<file path="config.mk">
export PLATFORM = sky130hd
export DESIGN_NAME = thr_cross_det
export DESIGN_NICKNAME = d
export VERILOG_FILES = /design/src/rtl/thr_pkg.sv /design/src/rtl/thr_cmp.sv /design/src/rtl/thr_hist.sv /design/src/rtl/thr_status.sv /design/src/rtl/thr_cross_det.sv
export SDC_FILE = /design/constraint.sdc
export NUM_CORES = 1
export LEC_CHECK = 0
export BUFFER_PORTS_ARGS = -buffer_cell sky130_fd_sc_hd__buf_2
export CORE_MARGIN = 4
export CORE_UTILIZATION = 32
export DETAILED_ROUTE_END_ITERATION = 8
export GPL_TIMING_DRIVEN = 1
export PLACE_DENSITY_LB_ADDON = 0.25
export SYNTH_ARGS = -nofsm -noshare
export SYNTH_HDL_FRONTEND = slang
export SYNTH_SLANG_ARGS = --single-unit
</file>
<file path="constraint.sdc">
create_clock -name clk -period 3.6 [get_ports clk]
set_clock_uncertainty 0.15 [all_clocks]
set_input_delay 0.18 -clock clk [delete_from_list [all_inputs] [get_ports clk]]
set_output_delay 0.18 -clock clk [all_outputs]
set_load 0.02 [all_outputs]
</file>
<file path="src/rtl/thr_pkg.sv">
package thr_pkg;

    localparam int NUM_THR = 2;
    localparam int NUM_DIR = 2;
    localparam int BITS_PER_CH = NUM_THR * NUM_DIR;

    typedef enum logic {
        THR_A = 1'b0,
        THR_B = 1'b1
    } thr_id_e;

    typedef struct packed {
        logic dn;
        logic up;
    } xdir_t;

    function automatic int sts_index(input int ch, input int thr, input int dir);
        return (ch * NUM_THR + thr) * NUM_DIR + dir;
    endfunction

endpackage

</file>
<file path="src/rtl/thr_cmp.sv">
module thr_cmp
    import thr_pkg::*;
#(
    parameter int DW          = 12,
    parameter bit SIGNED_DATA = 1'b0
) (
    input  logic [DW-1:0] prev_val,
    input  logic [DW-1:0] cur_val,
    input  logic [DW-1:0] thr_val,
    output xdir_t         dir
);

    logic prev_hi;
    logic cur_hi;

    generate
        if (SIGNED_DATA) begin : g_signed
            assign prev_hi = $signed(prev_val) >= $signed(thr_val);
            assign cur_hi  = $signed(cur_val)  >= $signed(thr_val);
        end else begin : g_unsigned
            assign prev_hi = prev_val >= thr_val;
            assign cur_hi  = cur_val  >= thr_val;
        end
    endgenerate

    always_comb begin
        dir.up = !prev_hi &&  cur_hi;
        dir.dn =  prev_hi && !cur_hi;
    end

endmodule

</file>
<file path="src/rtl/thr_hist.sv">
module thr_hist #(
    parameter int NCH = 4,
    parameter int DW  = 12,
    parameter int CHW = 2
) (
    input  logic                    clk,
    input  logic                    rst,
    input  logic                    res_vld,
    input  logic [CHW-1:0]          res_chan,
    input  logic [DW-1:0]           res_data,
    output logic [NCH-1:0][DW-1:0]  prev_val,
    output logic [NCH-1:0]          seen
);

    generate
        for (genvar c = 0; c < NCH; c++) begin : g_ch
            logic hit;
            assign hit = res_vld && (int'(res_chan) == c);

            always_ff @(posedge clk) begin
                if (rst) begin
                    prev_val[c] <= '0;
                    seen[c]     <= 1'b0;
                end else if (hit) begin
                    prev_val[c] <= res_data;
                    seen[c]     <= 1'b1;
                end
            end
        end
    endgenerate

endmodule

</file>
<file path="src/rtl/thr_status.sv">
module thr_status
    import thr_pkg::*;
#(
    parameter int NCH = 4,
    parameter int SW  = NCH * BITS_PER_CH
) (
    input  logic           clk,
    input  logic           rst,
    input  logic [SW-1:0]  set_v,
    input  logic [SW-1:0]  clr,
    input  logic [NCH-1:0] irq_en,
    output logic [SW-1:0]  sts,
    output logic           irq
);

    logic [SW-1:0] en_mask;

    generate
        for (genvar c = 0; c < NCH; c++) begin : g_en
            assign en_mask[c*BITS_PER_CH +: BITS_PER_CH] = {BITS_PER_CH{irq_en[c]}};
        end
    endgenerate

    always_ff @(posedge clk) begin
        if (rst) begin
            sts <= '0;
            irq <= 1'b0;
        end else begin
            sts <= (sts & ~clr) | set_v;
            irq <= |(sts & en_mask);
        end
    end

endmodule

</file>
<file path="src/rtl/thr_cross_det.sv">
module thr_cross_det
    import thr_pkg::*;
#(
    parameter int NCH          = 4,
    parameter int DW           = 12,
    parameter bit SIGNED_DATA  = 1'b0,
    localparam int CHW         = (NCH > 1) ? $clog2(NCH) : 1,
    localparam int SW          = NCH * BITS_PER_CH
) (
    input  logic           clk,
    input  logic           rst,
    input  logic           res_vld,
    input  logic [CHW-1:0] res_chan,
    input  logic [DW-1:0]  res_data,
    input  logic [DW-1:0]  thr_a,
    input  logic [DW-1:0]  thr_b,
    input  logic [NCH-1:0] thr_sel,
    input  logic [NCH-1:0] irq_en,
    input  logic [SW-1:0]  clr,
    output logic [SW-1:0]  sts,
    output logic           irq
);

    logic [NCH-1:0][DW-1:0] prev_val;
    logic [NCH-1:0]         seen;
    logic                   chan_ok;
    logic [DW-1:0]          prev_cur;
    logic                   seen_cur;
    thr_id_e                thr_cur;
    logic [DW-1:0]          thr_val;
    xdir_t                  dir;
    logic [SW-1:0]          set_v;

    thr_hist #(.NCH(NCH), .DW(DW), .CHW(CHW)) u_hist (
        .clk      (clk),
        .rst      (rst),
        .res_vld  (res_vld),
        .res_chan (res_chan),
        .res_data (res_data),
        .prev_val (prev_val),
        .seen     (seen)
    );

    always_comb begin
        chan_ok  = int'(res_chan) < NCH;
        prev_cur = '0;
        seen_cur = 1'b0;
        thr_cur  = THR_A;
        if (chan_ok) begin
            prev_cur = prev_val[res_chan];
            seen_cur = seen[res_chan];
            thr_cur  = thr_sel[res_chan] ? THR_B : THR_A;
        end
        thr_val = (thr_cur == THR_B) ? thr_b : thr_a;
    end

    thr_cmp #(.DW(DW), .SIGNED_DATA(SIGNED_DATA)) u_cmp (
        .prev_val (prev_cur),
        .cur_val  (res_data),
        .thr_val  (thr_val),
        .dir      (dir)
    );

    always_comb begin
        set_v = '0;
        if (res_vld && chan_ok && seen_cur) begin
            set_v[sts_index(int'(res_chan), int'(thr_cur), 0)] = dir.up;
            set_v[sts_index(int'(res_chan), int'(thr_cur), 1)] = dir.dn;
        end
    end

    thr_status #(.NCH(NCH), .SW(SW)) u_status (
        .clk    (clk),
        .rst    (rst),
        .set_v  (set_v),
        .clr    (clr),
        .irq_en (irq_en),
        .sts    (sts),
        .irq    (irq)
    );

endmodule

</file>
==> out/qor.yml, run 1 <==
detailed_routing:
  drtIter0Drc: 144
  drt_pass1_iterations: 4
  avgViaCountPerCell: 4.96
  vias: 3313
  wire_per_inst_microns: 15.1
  routed_wl_microns: 10100
  drcViolationCount: 0
  ant_nets: 0
grt:
  gr-total-overflow: 0
  groute.usage.overall_pct: 16.1
  grt_pass1_vias: 3443
  grt_pass1_wl_microns: 16800
  antenna_found_initial: 0
  grt_max_degree: 41
synth:
  yosysWarnings: 0
  syn_area_sq_um: 3590
  ys_ff_latch: 69
  synth_top_flop_cell: "dfxtp_1"
  synth-edff-count: 0
  async_flop_share_pct: 0
  synth.distinct_cells: 42
  syn-num-nets: 512
  yosysSeqAreaShare_pct: 38.4
  synthCells: 425
  postSynthAreaPerCell_sq_um: 8.46
clock_network:
  cts_hold_buf: 27
  htree_levels: 3
  cts_root_buf: "clkbuf_16"
  clk-insertion-delay-late_ps: 320
  cts_tree: "done"
  cts_made_buffers: 9
  cts_sinks: 69
  ctsResizeCount: 0
  post_cts_buffers: 0
  clk_pin_slew_worst_paths_ps: 60
  clockBufferDepth: 2
layout:
  nets: 611
  regArea_sq_um: 1380
  multi_input_area_sq_um: 2090
  antenna-diode-count: 0
  final_util_pct: 43.0
  fin_area_sq_um: 4700
  fillers: 1100
  area.growth.synth_to_final_pct: 30.7
  drive_gt1_share_pct: 24.2
worst_setup_path:
  rrSetupSlack_ps: 830
  worst-r2r-cell-count: 8
  worstPathRequired_ps: 3710
  crit_arrival_ps: 3080
  critical_path_class: "primary input to register"
  start_kind: "primary input"
  crit_path_end_kind: "register"
  crit_path_max_fanout: 10
  r2r-end: "u_status.sts[9]"
  regToRegStartpoint: "u_hist.prev_val[38]"
hold_path:
  min_delay_worst_endpoint: "u_hist.prev_val[1]"
  hold_start: "res_data[1]"
  worstHoldPathType: "primary input to register"
  whs_path_depth: 3
power_and_ir_drop:
  p_clk_share_pct: 46.2
  leakage_nw: 1.92
  vdd.ir_drop.worst_uv: 212
  internal-power_mw: 1.52
  swShare_pct: 24.3
  comb_power_share_pct: 14.3
  p_per_area_nw_per_um2: 428
  p_seq_share_pct: 39.5
  switching_power_mw: 0.489
placement:
  io_buffers: 81
  placed_area_sq_um: 4110
  hpwl_microns: 7230
  place_congestion: 0.729
  dp_slack_ps: 312
timing:
  rsz0062_at_grt: "no"
  slew_violations: 0
  finalSetupViolCount: 0
  clock.fmax_mhz: 337
  tightest_slew_ps: 1070
  max_slew_margin_pct: 28.2
  min_period_ps: 2970
  layout_setup_ws_ps: 629
  whs_ps: 14.1
  period_share_pct: 82.5
  hold_viol_final: 0
  finalSetupTns_ps: 0
floorplan:
  io_pins: 82
  die_w_microns: 114
  rows: 38
  die_h_microns: 114
  die_area_sq_um: 13000
  core_area_sq_um: 10900
  start_util_pct: 32.9
flow_run:
  cap_violations: 0
run_status:
  outcome: "finished, final reports clean"
## cells in the mapped netlist (2+ instances only)
cell type | number | area, sq um
nor3b_1 | 2 | 15.0
ha_1 | 22 | 275
dfxtp_1 | 69 | 1380
o21ai_0 | 19 | 95.1
or2_2 | 2 | 12.5
clkbuf_1 | 22 | 82.6
inv_1 | 4 | 15.0
nor3_1 | 8 | 40.0
o41ai_1 | 4 | 35.0
mux2i_1 | 13 | 130
a21oi_1 | 50 | 250
a221oi_1 | 2 | 17.5
buf_2 | 2 | 10.0
o21ai_1 | 8 | 40.0
mux4_2 | 14 | 315
or4_1 | 8 | 60.1
nand3_1 | 3 | 15.0
nand2_1 | 118 | 443
a21o_1 | 4 | 30.0
and3_1 | 4 | 25.0
nor2_1 | 26 | 97.6
## worst max-delay path by stage
stage | startpoint | end | slack, ps | cells after the start
6_report | res_chan[0] | u_status.sts[7] | 630 | 11
5_1_grt | res_chan[0] | u_status.sts[11] | 230 | 11
4_1_cts | res_chan[0] | u_status.sts[7] | 640 | 11
3_5_place_dp | res_chan[0] | u_status.sts[7] | 310 | 11
3_3_place_gp | res_chan[0] | u_status.sts[3] | 380 | 10
2_1_floorplan | res_chan[0] | u_status.sts[0] | 470 | 11
## routing by layer
metal	vias to the layer above	GRT usage [%]	part of all wire, %
met4	0	5.07	0.95
li1	1690	-	-
met5	-	0	0
met3	8	1.96	4.1
met1	1554	19.7	43
met2	61	29.3	52
## cell type report
type	count	area share [%]
Inverter	5	0.400
Tap cell	140	3.73
Clock buffer	9	4.79
Multi-Input combinational cell	325	44.4
Clock inverter	6	1.89
Timing Repair Buffer	114	15.3
Sequential cell	69	29.4
## power by group through the flow
| stage | logic [mW] | registers (mW) | clock network (mW) |
|---|---|---|---|
| after CTS | 0.290 | 0.794 | 0.943 |
| after global placement | 0.261 | 0.810 | 0 |
| after detailed placement | 0.266 | 0.811 | 0 |
| final | 0.288 | 0.794 | 0.928 |
| after floorplan | 0.175 | 0.808 | 0 |
| after global routing | 0.327 | 0.796 | 0.977 |
## critical path, cell delays in order
cell and delay, ps:
buf_2 100, mux4_2 640, buf_4 260, mux2i_1 230, ha_1 290, and3_1 180, a221oi_1 430, o21ai_0 270
nor3_1 200, o21ai_0 150, o21ai_0 150
## stage by stage
step / instances / total power [mW]
CTS: 668 / 2.03
detailed placement: 626 / 1.08
floorplan: 425 / 0.983
finish: 668 / 2.01
global route: 668 / 2.10
global placement: 626 / 1.07
## sequential cells by signal, summed over array words and instances (netlist names)
register and cells:
u_hist.prev_val 48, u_status.sts 16, u_hist.seen 4, u_status.irq 1
## cell families (layout without fill, tap and decap cells)
kind of cell | Yosys count | in the layout | share of synthesized area, %
multiplexers | 29 | 29 | 13.3
flip-flops | 69 | 69 | 38.4
buffers and inverters | 31 | 134 | 3.52
adder cells (fa/ha/maj) | 23 | 23 | 7.97
AND/OR/NAND/NOR | 178 | 178 | 21.3
AO/OA/AOI/OAI | 95 | 95 | 15.5
## cells in the final DEF, fill, tap and decap left out, types with 2 or more instances in the layout
master and count:
buf_4 6, nand3_1 3, clkbuf_16 9, a21oi_1 50, dfxtp_1 69, bufinv_16 2
o21ai_0 19, buf_2 81, clkinvlp_4 2, nor3b_1 2, and3_1 4, dlygate4sd3_1 27
mux4_2 14, nor3_1 8, nor2_1 26, o41ai_1 4, o21ai_1 8, or4_1 8
inv_1 4, a221oi_1 2, ha_1 22, or2_2 2, a21o_1 4, nand2_1 118
mux2i_1 13
Note: power is estimated with default switching activity, not from simulation.
==> run 2: changes to the inputs <==
Clock period 3.6 ns to 2.4 ns, I/O delays scaled along.
==> out/qor.yml, run 2 (same netlist as run 1, synthesis figures left out) <==
power_and_ir_drop:
  leakage_nw: 2.14  # +11%
  internal-power_mw: 2.30  # +51%
  p_per_area_nw_per_um2: 595  # +39%
  p_seq_share_pct: 38.4  # -1.1 points
  comb_power_share_pct: 19.3  # +5.0 points
  switching_power_mw: 0.803  # +64%
  swShare_pct: 25.9  # +1.6 points
  vdd.ir_drop.worst_uv: 301  # +42%
  p_clk_share_pct: 42.3  # -3.9 points
grt:
  antenna_found_initial: 0  # unchanged
  groute.usage.overall_pct: 18.1  # +2.1 points
  grt_pass1_wl_microns: 18600  # +11%
  grt_pass1_vias: 3693  # +7.3%
  gr-total-overflow: 0  # unchanged
  met1_usage_pct: 24.0  # +4.3 points
  use_met2_pct: 30.7  # +1.4 points
  top_usage_layer: "met2"
  grt_max_degree: 58  # +41%
  grt_use_met3_pct: 2.33  # +0.37 points
clock_network:
  cts_root_buf: "clkbuf_16"
  cts_tree: "done"
  cts_made_buffers: 9  # unchanged
  clk_pin_slew_worst_paths_ps: 50  # about the same
  clk-insertion-delay-late_ps: 330  # about the same
  cts_sinks: 69  # unchanged
  clockBufferDepth: 2  # unchanged
  htree_levels: 3  # unchanged
floorplan:
  die_area_sq_um: 13000  # unchanged
  io_pins: 82  # unchanged
  rows: 38  # unchanged
  die_h_microns: 114  # unchanged
  start_util_pct: 32.9  # unchanged
  die_w_microns: 114  # unchanged
  core_area_sq_um: 10900  # unchanged
timing:
  clock.fmax_mhz: 368
  finalSetupViolCount: 16  # +16
  rsz0062_at_grt: "yes"
  hold_viol_final: 0  # unchanged
  tightest_slew_ps: 682  # -391 ps
  min_period_ps: 2720
  max_slew_margin_pct: 54.6  # +26 points
  layout_setup_ws_ps: -317  # -946 ps
  slew_violations: 0  # unchanged
  period_share_pct: 113
layout:
  fin_area_sq_um: 5210  # +11%
  final_common_cell: "nand2_1"
  area.growth.synth_to_final_pct: 45.0
  largest_register_ffs: 48  # unchanged
  nets: 649  # +6.2%
  top_register: "u_hist.prev_val"
  drive_gt1_share_pct: 33.7  # +9.5 points
  antenna-diode-count: 0  # unchanged
  reg.largest.list: "u_hist.prev_val x48, u_status.sts x16, u_hist.seen x4"
  most-common-layout-cells: "115 x nand2_1, 80 x buf_2, 69 x dfxtp_1"
  fillers: 1035  # -5.9%
worst_setup_path:
  crit_arrival_ps: 2830  # -250 ps
  crit_path_max_fanout: 7  # -3
  start_kind: "primary input"
  crit_path_end_kind: "register"
  critical_path_class: "primary input to register"
  worst-r2r-cell-count: 8  # unchanged
  worstPathRequired_ps: 2510  # -1200 ps
flow_run:
  cap_violations: 0  # unchanged
detailed_routing:
  ant_nets: 0  # unchanged
  drcViolationCount: 0  # unchanged
  drtIter0Drc: 162  # +13%
  avgViaCountPerCell: 5.10  # +2.8%
  drt_pass1_iterations: 4  # unchanged
  vias: 3598  # +8.6%
  routed_wl_microns: 11700  # +16%
  wire_per_inst_microns: 16.6  # +9.4%
run_status:
  outcome: "finished, violations left"
  violations: "negative setup slack"
hold_path:
  whs_path_depth: 5  # +2
  worstHoldPathType: "primary input to register"
placement:
  placed_area_sq_um: 4300  # +4.5%
  place_congestion: 0.792  # +8.6%
  hpwl_microns: 7880  # +9.0%
  dp_slack_ps: -710  # -1020 ps
  io_buffers: 81  # unchanged
run 2: layer usage:
layer,up-vias,wire (microns),part of all wire [%]
met5,-,0,0
met3,17,541,4.6
li1,1770,-,-
met1,1718,5090,44
met2,93,5860,50
met4,0,193,1.7
run 2: timing repair:
| action | in CTS | in global routing |
|---|---|---|
| setup buffers | 9 | 1 |
| gates resized for setup | 40 | 15 |
| hold buffers | 31 | 0 |
| endpoints found under the setup margin | 16 | 16 |
| gates cloned | 1 | 1 |
| endpoints found under the hold margin | 66 | 0 |
| pin swaps | 6 | 9 |
run 2: final timing paths:
kind,slack [ps],to,from
worst max-delay path,-320,u_status.sts[14],res_chan[0]
worst min-delay path,110,u_hist.prev_val[23],res_vld
worst max register to register,-280,u_status.sts[6],u_hist.prev_val[41]
worst min register to register,300,u_hist.prev_val[40],u_hist.prev_val[40]
run 2: final cells by class:
class	instances	area, sq um	share of cell area (%)
multi-input cells	327	2300	44.1
flip-flops and latches	69	1380	26.5
repair buffers	150	1050	20.1
clock buffers	11	243	4.66
well taps	140	175	3.36
clock inverters	4	48.8	0.936
inverters	5	18.8	0.360
run 2: worst max-delay path, cell delays in order:
cell and delay, ps:
buf_6 70, mux4_2 540, buf_12 180, buf_8 140, mux2i_1 120, ha_1 310
and3_4 200, a221o_1 330, nand2_2 110, nand2_2 90, or4_4 490, o21ai_2 110
run 2: power groups by stage:
stage | clock (mW) | sequential [mW] | combinational, mW
2_1_floorplan | 0 | 1.21 | 0.273
3_3_place_gp | 0 | 1.21 | 0.451
3_5_place_dp | 0 | 1.22 | 0.459
4_1_cts | 1.33 | 1.19 | 0.568
5_1_grt | 1.38 | 1.19 | 0.656
6_report | 1.31 | 1.19 | 0.597
run 2: stage by stage:
step | power [mW] | TNS (ps) | hold WS [ps] | util (%) | cells
finish | 3.10 | -4140 | 113 | 47.7 | 706
global route | 3.23 | -5410 | 157 | 47.7 | 706
CTS | 3.09 | -3460 | 103 | 47.0 | 704
detailed placement | 1.68 | -10620 | 239 | 39.3 | 648
global placement | 1.67 | -9740 | 234 | 39.3 | 648
floorplan | 1.49 | -5270 | 106 | - | 425
==> run 3: changes to the inputs <==
Settings changed: SYNTH_HIERARCHICAL from default to 1.
==> out/qor.yml, run 3 <==
layout:
  nets: 582  # -10%
  drive_gt1_share_pct: 34.8  # +1.1 points
  final_common_cell: "buf_2"
  area.growth.synth_to_final_pct: 33.1
  reg.largest.list: "u_hist/prev_val x48, u_status/sts x16, u_hist/seen x4"
  antenna-diode-count: 0  # unchanged
  most-common-layout-cells: "78 x buf_2, 76 x nand2b_1, 69 x dfxtp_1"
  top_register: "u_hist/prev_val"
  final_util_pct: 43.3  # -4.3 points
  largest_register_ffs: 48  # unchanged
run_status:
  violations: "negative setup slack"
  outcome: "finished, violations left"
synth:
  yosysSeqAreaShare_pct: 35.5  # -3.0 points
  synth_fa_ha_area_share_pct: 7.71  # -0.26 points
  syn-num-nets: 475  # -7.2%
  async_flop_share_pct: 0  # unchanged
  synth.distinct_cells: 40  # -4.8%
  syn_area_sq_um: 3900  # +8.4%
  synth_top_flop_cell: "dfxtp_1"
  synthCells: 386  # -9.2%
  synth-compound-area-share_pct: 6.74  # -8.7 points
  synthTopCellsByArea: "dfxtp_1 35%, mux2i_1 12%, nand2b_1 12%"
  yosys.area.top_type: "dfxtp_1"
  yosys.area_share.xor_xnor_pct: 0  # unchanged
  ys_ff_latch: 69  # unchanged
  netlist_top_cells_count: "76 x nand2b_1, 69 x dfxtp_1, 48 x mux2i_1"
  yosysWarnings: 6  # +6
  synth-edff-count: 0  # unchanged
  postSynthAreaPerCell_sq_um: 10.1  # +19%
  yosysMostFrequentCell: "nand2b_1"
  synth_top_area_share_pct: 35.5  # -3.0 points
  yosys.area_share.simple_pct: 19.9  # -1.4 points
  synthMuxAreaShare_pct: 24.3  # +11 points
  synth_top_family_by_area: "multiplexers"
placement:
  hpwl_microns: 7200  # -8.7%
  place_congestion: 0.765  # -3.4%
  io_buffers: 81  # unchanged
timing:
  finalSetupTns_ps: -6150  # -2020 ps
  tightest_slew_ps: 878  # +196 ps
  clock.fmax_mhz: 348  # -5.5%
  finalSetupViolCount: 16  # unchanged
  max_slew_margin_pct: 41.5  # -13 points
  layout_setup_ws_ps: -476  # -159 ps
  rsz0062_at_grt: "yes"
  slew_violations: 0  # unchanged
  hold_viol_final: 0  # unchanged
  min_period_ps: 2880  # +159 ps
  period_share_pct: 120  # +6.6 points
detailed_routing:
  drcViolationCount: 0  # unchanged
  ant_nets: 0  # unchanged
  wire_per_inst_microns: 16.1  # -2.5%
  vias: 3090  # -14%
  drt_pass1_iterations: 4  # unchanged
  drtIter0Drc: 115  # -29%
  routed_wl_microns: 10400  # -11%
  avgViaCountPerCell: 4.80  # -5.9%
worst_setup_path:
  crit_arrival_ps: 2980  # +150 ps
  cp_cell_sequence: "buf_6 -> mux4_2 -> buf_12 -> mux2_2 -> inv_2 -> ha_1 -> nand4_1 -> nor2_1 -> or3_1 -> a221o_1 -> nor2_2 -> nand2_2 -> nor3_2 -> inv_1 -> a21oi_1"
  worstPathRequired_ps: 2510  # about the same
  start_kind: "primary input"
  crit_family: "simple AND/OR/NAND/NOR gates"
  crit_path_end_kind: "register"
  slowest_delay_ps: 510  # -30 ps
  crit_path_max_fanout: 10  # +3
  critical_path_class: "primary input to register"
  path_buf_inv: 4  # +1
  slowest_stage: "mux4_2"
clock_network:
  cts_sinks: 69  # unchanged
  cts_made_buffers: 9  # unchanged
  cts_tree: "done"
  clockBufferDepth: 2  # unchanged
  clk_pin_slew_worst_paths_ps: 50  # about the same
  clk-insertion-delay-late_ps: 330  # about the same
  cts_root_buf: "clkbuf_16"
  htree_levels: 3  # unchanged
floorplan:
  die_h_microns: 118  # +3.8%
  io_pins: 82  # unchanged
  die_w_microns: 118  # +3.8%
  die_area_sq_um: 14000  # +7.8%
  rows: 40  # +5.3%
  core_area_sq_um: 12000  # +9.4%
  start_util_pct: 32.6  # -0.30 points
power_and_ir_drop:
  p_total_mw: 2.94  # -5.1%
  leakage_nw: 2.31  # +7.9%
  vdd.ir_drop.worst_uv: 293  # -2.7%
  p_per_area_nw_per_um2: 568  # -4.6%
grt:
  gr-total-overflow: 0  # unchanged
  grt_pass1_wl_microns: 16900  # -9.1%
  grt_pass1_vias: 3370  # -8.7%
  antenna_found_initial: 0  # unchanged
  grt_max_degree: 65  # +12%
  groute.usage.overall_pct: 15.3  # -2.8 points
hold_path:
  worstHoldPathType: "primary input to register"
flow_run:
  cap_violations: 0  # unchanged
[run 3: layer usage]
layer	global-route usage, %	share of wire, %	vias to the layer above
met5	0	0	-
met4	5.86	2.0	0
met3	2.97	2.5	16
met2	27.5	53	40
met1	18.0	43	1481
li1	-	-	1553
[run 3: what timing repair did]
action / CTS / global route
resized for setup: 17 / 6
pin swaps: 2 / 6
hold buffers: 20 / 0
buffers inserted: 1 / 0
hold endpoints to repair: 17 / 0
endpoints found under the setup margin: 16 / 16
[run 3: power breakdown]
part / switching (mW) / total [mW] / internal, mW
combinational: 0.241 / 0.513 / 0.273
clock: 0.459 / 1.24 / 0.777
sequential: 0.0164 / 1.20 / 1.18
total: 0.716 / 2.94 / 2.23
[run 3: kinds of logic after synthesis]
group           count (synthesis)
simple gates                  126
fa+ha+maj                      24
buf+inv                        53
compound gates                 41
flops                          69
mux                            73
[run 3: worst paths after layout]
kind	from	end	slack [ps]	depth (start not counted)
worst max register to register	u_hist/prev_val[47]	u_status/sts[8]	-440	11
worst min register to register	u_hist/seen[0]	u_hist/seen[0]	310	2
worst min-delay path	res_data[6]	u_hist/prev_val[42]	20	3
worst max-delay path	res_chan[0]	u_status/sts[8]	-480	15
[run 3: final cells by class]
type,count,area [sq um]
inverters,33,131
repair buffers,116,749
fillers,1139,6780
well taps,147,184
multi-input cells,264,2460
clock buffers,14,274
flip-flops and latches,69,1380
clock inverters,1,5.00
[run 3: worst min-delay path, delay by kind of cell]
kind	cells	cell delay (ps)
simple gates	1	100
buf+inv	1	100
mux	1	130
[run 3: stage by stage]
stage	worst slack [ps]	cells	area (sq um)	hold WS [ps]
2_1_floorplan	-496	386	4000	120
3_3_place_gp	-954	608	4580	238
3_5_place_dp	-985	608	4580	243
4_1_cts	-441	644	5150	8.81
5_1_grt	-642	644	5180	42.1
6_report	-476	644	5180	15.1
